==> src/rtl/cfgx_pkg.sv <==
package cfgx_pkg;
  localparam int WORD_W = 32;

  localparam logic [11:0] OFS_RTN  = 12'h0A0;
  localparam logic [11:0] OFS_SEND = 12'h0A4;
  localparam logic [11:0] OFS_CMD  = 12'h0A8;
  localparam logic [11:0] OFS_STAT = 12'h0AC;

  typedef struct packed {
    logic        start;
    logic        dir_wr;
    logic [3:0]  pad_hi;
    logic [5:0]  func;
    logic [7:0]  pad_lo;
    logic [11:0] dev;
  } cmd_word_t;

  localparam logic [WORD_W-1:0] CMD_KEEP  = 32'h43F0_0FFF;
  localparam logic [WORD_W-1:0] CMD_RESET = 32'h0010_0000;
  localparam logic [5:0]        FUNC_OSC  = 6'd1;
endpackage

==> src/rtl/cfgx_osc_bank.sv <==
module cfgx_osc_bank #(
  parameter int N_OSC = 3,
  parameter int IDX_W = 2,
  parameter logic [N_OSC*32-1:0] OSC_INIT = '0
) (
  input  logic               clk,
  input  logic               rst,
  input  logic               we,
  input  logic [IDX_W-1:0]   idx,
  input  logic [31:0]        wdata,
  output logic [31:0]        rd_data,
  output logic [N_OSC*32-1:0] osc_flat
);
  logic [31:0] osc_q [N_OSC];

  for (genvar g = 0; g < N_OSC; g++) begin : g_entry
    always_ff @(posedge clk) begin
      if (rst)
        osc_q[g] <= OSC_INIT[g*32 +: 32];
      else if (we && idx == IDX_W'(g))
        osc_q[g] <= wdata;
    end
    assign osc_flat[g*32 +: 32] = osc_q[g];

    // an entry only moves after a write strobe that selects it
    p_entry_hold_r6: assert property (@(posedge clk) disable iff (rst)
      !$past(we && idx == IDX_W'(g)) |-> $stable(osc_q[g]));
  end

  always_comb begin
    rd_data = '0;
    for (int i = 0; i < N_OSC; i++)
      if (idx == IDX_W'(i)) rd_data = osc_q[i];
  end
endmodule

==> src/rtl/cfgx_ctrl.sv <==
module cfgx_ctrl
  import cfgx_pkg::*;
#(
  parameter int N_OSC = 3,
  parameter int IDX_W = 2
) (
  input  logic              clk,
  input  logic              rst,
  input  logic              cmd_we,
  input  logic              send_we,
  input  logic [WORD_W-1:0] wdata,
  input  logic [WORD_W-1:0] osc_rd_data,
  output logic [WORD_W-1:0] cmd_q,
  output logic [1:0]        stat_q,
  output logic [WORD_W-1:0] send_q,
  output logic [WORD_W-1:0] rtn_q,
  output logic              osc_we,
  output logic [IDX_W-1:0]  osc_idx
);
  cmd_word_t w;
  logic      dev_ok, hit, go;

  always_comb begin
    w       = cmd_word_t'(wdata);
    dev_ok  = {20'b0, w.dev} < 32'(N_OSC);
    hit     = (w.func == FUNC_OSC) && dev_ok;
    go      = cmd_we && w.start;
    osc_we  = go && w.dir_wr && hit;
    osc_idx = w.dev[IDX_W-1:0];
  end

  always_ff @(posedge clk) begin
    if (rst) begin
      cmd_q  <= CMD_RESET;
      stat_q <= 2'b00;
      send_q <= '0;
      rtn_q  <= '0;
    end else begin
      if (send_we) send_q <= wdata;
      if (cmd_we) begin
        cmd_q  <= wdata & CMD_KEEP;
        stat_q <= go ? {~hit, 1'b1} : 2'b00;
        if (go && !w.dir_wr && hit) rtn_q <= osc_rd_data;
      end
    end
  end

  p_done_after_start_r4: assert property (@(posedge clk) disable iff (rst)
    $past(cmd_we && wdata[31]) |-> stat_q[0]);

  p_error_implies_done_r6: assert property (@(posedge clk) disable iff (rst)
    stat_q[1] |-> stat_q[0]);

  p_plain_write_clears_r3: assert property (@(posedge clk) disable iff (rst)
    $past(cmd_we && !wdata[31]) |-> stat_q == 2'b00);

  p_rtn_only_on_read_r5: assert property (@(posedge clk) disable iff (rst)
    !$past(cmd_we && wdata[31] && !wdata[30]) |-> $stable(rtn_q));
endmodule

==> src/rtl/cfg_xact_engine.sv <==
module cfg_xact_engine
  import cfgx_pkg::*;
#(
  parameter int N_OSC  = 3,
  parameter int ADDR_W = 12,
  parameter logic [N_OSC*32-1:0] OSC_INIT = {32'h00B7_1B00, 32'h02FA_F080, 32'h017D_7840}
) (
  input  logic                clk,
  input  logic                rst,
  input  logic [ADDR_W-1:0]   bus_addr,
  input  logic                bus_wr,
  input  logic                bus_rd,
  input  logic [31:0]         bus_wdata,
  output logic [31:0]         bus_rdata,
  output logic [N_OSC*32-1:0] osc_out
);
  localparam int IDX_W = (N_OSC > 1) ? $clog2(N_OSC) : 1;

  logic [31:0]      cmd_q, send_q, rtn_q, osc_rd_data;
  logic [1:0]       stat_q;
  logic             osc_we, cmd_we, send_we, mapped;
  logic [IDX_W-1:0] osc_idx;

  always_comb begin
    cmd_we  = bus_wr && (bus_addr == ADDR_W'(OFS_CMD));
    send_we = bus_wr && (bus_addr == ADDR_W'(OFS_SEND));
    mapped  = (bus_addr == ADDR_W'(OFS_RTN))  || (bus_addr == ADDR_W'(OFS_SEND)) ||
              (bus_addr == ADDR_W'(OFS_CMD))  || (bus_addr == ADDR_W'(OFS_STAT));
  end

  cfgx_ctrl #(.N_OSC(N_OSC), .IDX_W(IDX_W)) u_ctrl (
    .clk(clk), .rst(rst), .cmd_we(cmd_we), .send_we(send_we),
    .wdata(bus_wdata), .osc_rd_data(osc_rd_data),
    .cmd_q(cmd_q), .stat_q(stat_q), .send_q(send_q), .rtn_q(rtn_q),
    .osc_we(osc_we), .osc_idx(osc_idx)
  );

  cfgx_osc_bank #(.N_OSC(N_OSC), .IDX_W(IDX_W), .OSC_INIT(OSC_INIT)) u_bank (
    .clk(clk), .rst(rst), .we(osc_we), .idx(osc_idx), .wdata(send_q),
    .rd_data(osc_rd_data), .osc_flat(osc_out)
  );

  always_ff @(posedge clk) begin
    if (rst) begin
      bus_rdata <= '0;
    end else if (bus_rd) begin
      if (bus_addr == ADDR_W'(OFS_RTN))       bus_rdata <= rtn_q;
      else if (bus_addr == ADDR_W'(OFS_SEND)) bus_rdata <= send_q;
      else if (bus_addr == ADDR_W'(OFS_CMD))  bus_rdata <= cmd_q;
      else if (bus_addr == ADDR_W'(OFS_STAT)) bus_rdata <= {30'b0, stat_q};
      else                                    bus_rdata <= '0;
    end
  end

  p_unmapped_reads_zero_r7: assert property (@(posedge clk) disable iff (rst)
    $past(bus_rd && !mapped) |-> bus_rdata == 32'h0);

  p_rdata_holds_r8: assert property (@(posedge clk) disable iff (rst)
    !$past(bus_rd) |-> $stable(bus_rdata));
endmodule

==> config.mk <==
export PLATFORM = sky130hd
export DESIGN_NAME = cfg_xact_engine
export DESIGN_NICKNAME = d
export VERILOG_FILES = /design/src/rtl/cfgx_pkg.sv /design/src/rtl/cfgx_osc_bank.sv /design/src/rtl/cfgx_ctrl.sv /design/src/rtl/cfg_xact_engine.sv
export SDC_FILE = /design/constraint.sdc
export NUM_CORES = 1
export LEC_CHECK = 0
export BUFFER_PORTS_ARGS = -buffer_cell sky130_fd_sc_hd__buf_4
export CORE_MARGIN = 2
export CORE_UTILIZATION = 43
export DETAILED_ROUTE_END_ITERATION = 10
export PLACE_DENSITY = 0.69
export SYNTH_ARGS = -nofsm -noshare
export SYNTH_HDL_FRONTEND = slang
export SYNTH_SLANG_ARGS = --single-unit
==> constraint.sdc <==
create_clock -name clk -period 9.5 [get_ports clk]
set_input_delay 0.475 -clock clk [delete_from_list [all_inputs] [get_ports clk]]
set_output_delay 0.475 -clock clk [all_outputs]
set_load 0.02 [all_outputs]
Yosys cells after proc, flatten, opt, wreduce, memory -nomap -nowiden
Memory sizes are Yosys's and may differ from the RTL's.
Cells that the tools add are included.
- logic and storage cells: 54
- memories kept: 1
- output and inout port bits: 128
- register bits: 117
- bits of input ports: 48
- RAM bits: 96
- muxes and demuxes: 22
- bitwise gates (word level): 4
- reduce and logical (&&, ||, !) cells: 14
- equality and inequality tests: 7
- order comparisons: 1
- memory list (memory ; words ; width ; read ports ; clocked after Yosys merged registers in ; write ports ; RTL line ; text):
    u_bank.osc_q ; 3 ; 32 ; 3 ; 0 ; 3 ; cfgx_osc_bank.sv:14 ; logic [31:0] osc_q [N_OSC];
- operators by type and width (operator ; count):
    $mux 32 ; 8
    $eq 12x8->1 const B ; 4
    $mux 31 ; 1
    $lt 12x2->1 const B ; 1
    $logic_and 1x1->1 ; 11
    $mux 1 ; 11
    $eq 6x1->1 const B ; 1
    $mux 2 ; 2
    $or 1x1->1 ; 3
    $eq 2x1->1 const B ; 1
    $eq 2x2->1 const B ; 1
    $logic_not 2->1 ; 1
    $reduce_and 2->1 ; 1
    $logic_not 1->1 ; 1
    $not 1->1 ; 1

Longest topological paths before layout
- depth after elaboration: 10
- depth in mapped cells: 7
- depth with buffers taken out: 4

By module
From an unflattened synthesis, not the netlist that was laid out.
- cell total of the unflattened synthesis: 849
- area, all modules: 9655.5 um^2
- modules (own cells, without submodules) (module ; area an instance (um^2) ; cells each ; times used ; seq. area each (um^2)):
    cfgx_osc_bank ; 4344.2 ; 306 ; 1 ; 2882.8
    cfgx_ctrl ; 3414.5 ; 352 ; 1 ; 1701.6
    cfg_xact_engine ; 1896.8 ; 191 ; 1 ; 640.6

Worst setup path before layout
OpenSTA, ideal clock, no wires.
- kind: input -> register
- start: input bus_addr[9]
- end: memory u_bank.osc_q[1][0] (enable)
- path slack: 5.590 ns
- arrival time: 3.482 ns
- data required time: 9.072 ns
- stages on the path: 7
- cell sequence: or4_4 -> nor4_4 -> nand3_2 -> buf_6 -> buf_2 -> buf_2 -> o21bai_1
- RTL lines (element ; RTL line ; text):
    from (decl) ; cfg_xact_engine.sv:10 ; input logic [ADDR_W-1:0] bus_addr,
    to (decl) ; cfgx_osc_bank.sv:14 ;

==> summary.md <==
| Metric | Value |
|---|---|
| Outcome | `finished clean` |
| Largest net degree at the start of global routing | `117` |
| HPWL Detailed | `18000 um` |
| Commonest non-fill, non-tap cell in the layout | `buf_4` |
| Hold path startpoint | `bus_wdata[29]` |
| Worst flop-to-flop path endpoint | `u_bank.osc_q[1][23]` |
| Final Hold Vio Count | `0` |
| Final Util | `0.539` |
| Max Clock Freq | `309 MHz` |
| TritonCTS clock tree | `yes` |
| WL per Instance | `21.0 um` |
| Syn nets | `941` |
| Worst slew pin tran | `around 1.2 ns` |
| # rows | `54` |
| Syn Area/Cell | `10.8 sq um` |
| Period utilization | `0.340` |
| First-pass GRT wire length | `41900 um` |
| Crit-path cells | `buf_4 -> or4b_1 -> nor4_4 -> nand4_1 -> nand2b_2` |
| Biggest cell delay along the critical path | `just over 1 ns` |
| DR vias | `7438` |
| Synth Cell Area | `~9600 sq um` |
| Syn Inst Count | `893` |
| Drc violations | `0` |
| Most frequent cells in the layout | `buf_4, dfxtp_1, mux2i_1` |
| Vias in the first global route | `roughly 7300` |
| Initial core utilization | `0.439` |
| IO Count | `176` |
| CTS buffer count | `24` |
| Root buf cell | `clkbuf_16` |
| Initial DRC count | `around 600` |
| 1st-pass router iterations | `5` |
| Nets | `1073` |
| Critical Path AT | `3.36 ns` |
| Die span in x | `approximately 150 um` |
| Final setup TNS | `0 ns` |
| Post-CTS sizing | `0` |
| Core ar. | `21900 sq um` |
| Total GRT Usage | `0.227` |
| Critical path class | `input pin to register` |
| Grt total ovfl | `0` |
| Period minus WS final | `3.23 ns` |
| Post-synth ARST share | `0` |
| Final slew viol count | `0` |
| Share of cells above drive strength 1 | `0.235` |
| Leakage | `about 4.2 nW` |
| FF-to-FF Start | `u_ctrl.send_q[23]` |
| Die Ht | `between 150 and 200 um` |
| Reg2reg path depth | `1` |
| Final worst clock skew | `0.00916 ns` |
| Post-CTS Setup Inserts | `0` |
| Seq/Total Area, Yosys | `0.544` |
| Slowest-stage cell, CP | `nand2b_2` |
| Sink Count | `between 200 and 250` |
| Max-Slew Margin vs Limit | `0.229` |
| CP Capture Type | `register` |
| Cell Pwr Density | `171 nW/um^2` |
| Reg2Reg Setup Slack | `8.30 ns` |
| Port Buf Inserts | `175` |
| Via/cell ratio | `5.62` |
| EDFF count, synth | `96` |
| Hold endpoint | `u_ctrl.send_q[29]` |
| Clock latency on the worst-skew pair | `0.51 ns` |
| Final WL | `around 28000 um` |
| GPL Wtd Cong | `0.809` |
| Worst Path Max Fanout | `32` |
| Max VDD drop | `119 uV` |
| Antenna diodes | `0` |
| CTS HTree Levels | `1` |
| Cts hold-fix bufs | `0` |
| Worst-path clk slew | `roughly 0.060 ns` |
| Setup Viol. Count Final | `0` |
| Initial antenna violation count | `0` |
| Area grow syn2layout | `22.7%` |
| Worst EP required | `9.62 ns` |
| Top FF cell, synth | `dfxtp_1` |
| Worst Setup Start Kind | `input pin` |
| Max_cap viols | `0` |
| Post-DRT Antenna Nets | `0` |
| HP Class | `input pin to register` |
| Die area | `23600 sq um` |
| Yosys warnings | `0` |
| Clock Tree Buf Depth | `3` |
| #FFs+latches synth | `between 200 and 250` |
| Hold Path Cell Cnt | `3` |
| Synth unique cells | `35` |
| RSZ-0062 raised after global routing | `false` |
-- Yosys cell counts (2+ instances only) --
cell,instances,area (sq um)
a21oi_1,63,315
a2bb2oi_1,2,17.5
a31oi_1,2,12.5
and3_1,2,12.5
buf_1,14,52.6
buf_2,9,45.0
buf_6,5,56.3
clkbuf_1,51,191
dfxtp_1,117,2340
edfxtp_1,96,2880
mux2_2,13,146
mux2i_1,103,1030
nand2_1,68,255
nand2b_1,104,651
nand3_1,19,95.1
nand4_1,3,18.8
nor2_1,59,221
nor2b_1,18,113
nor3_1,23,115
nor4_1,5,31.3
nor4_4,2,42.5
nor4b_1,21,184
o2bb2ai_1,49,429
or3_1,7,43.8
or4_1,27,203
or4_4,2,22.5
-- critical path, delay by kind of cell --
kind / cells / cell delay [ns]
and+or+nand+nor: 4 / 2.74
buffers and inverters: 1 / 0.11
-- per-layer routing --
metal | track usage | vias to the layer above | wire (um)
met3 | 0.0394 | 50 | 1940
met1 | 0.298 | 3624 | 11400
met4 | 0.0782 | 0 | 999
met2 | 0.378 | 282 | 13400
met5 | 0 | - | 0
li1 | - | 3482 | -
-- sequential cells by signal (all words and copies together), names as in the netlist --
signal         flops
u_bank.osc_q      96
bus_rdata         32
u_ctrl.rtn_q      32
u_ctrl.send_q     32
u_ctrl.cmd_q      19
u_ctrl.stat_q      2
-- how the worst max path moves through the flow --
stage	start	endpoint	slack [ns]	cells past startpoint
floorplan	bus_addr[9]	u_bank.osc_q[1][0]	5.59	7
global placement	bus_addr[9]	u_bank.osc_q[0][5]	5.87	5
detailed placement	bus_addr[9]	u_bank.osc_q[0][16]	5.70	5
CTS	bus_addr[6]	u_bank.osc_q[0][14]	6.23	5
global route	bus_addr[6]	u_bank.osc_q[2][17]	6.08	5
finish	bus_addr[6]	u_bank.osc_q[2][17]	6.27	5
-- cell type report --
class | count | area (sq um)
well taps | 280 | 350
multi-input cells | 601 | 4070
repair buffers | 185 | 1390
clock buffers | 37 | 722
clock inverters | 7 | 35.0
flip-flops and latches | 213 | 5230
fillers | 1995 | 10100
-- power breakdown --
part	internal, mW	leakage [nW]	switching, mW
sequential	0.973	1.92	0.0136
combinational	0.0573	1.89	0.0904
clock	0.522	0.376	0.363
-- per-stage QoR --
stage          hold WS [ns]  instances  worst slack [ns]  power, mW  cell area [sq um]
2_1_floorplan         0.442        893              5.59       1.08               9610
6_report              0.215       1323              6.27       2.02              11800
3_3_place_gp          0.456       1279              5.87       1.15              11000
3_5_place_dp          0.462       1279              5.70       1.15              11000
5_1_grt               0.216       1323              6.08       2.07              11800
4_1_cts               0.203       1323              6.23       2.03              11800
-- cell families after synthesis --
logic type | count (synthesis) | synth area share
buffers and inverters | 79 | 0.0359
AOI/OAI and AO/OA | 118 | 0.0822
and+or+nand+nor | 367 | 0.216
DFF | 213 | 0.544
muxes | 116 | 0.123
Power figures use the tool's default switching activity.
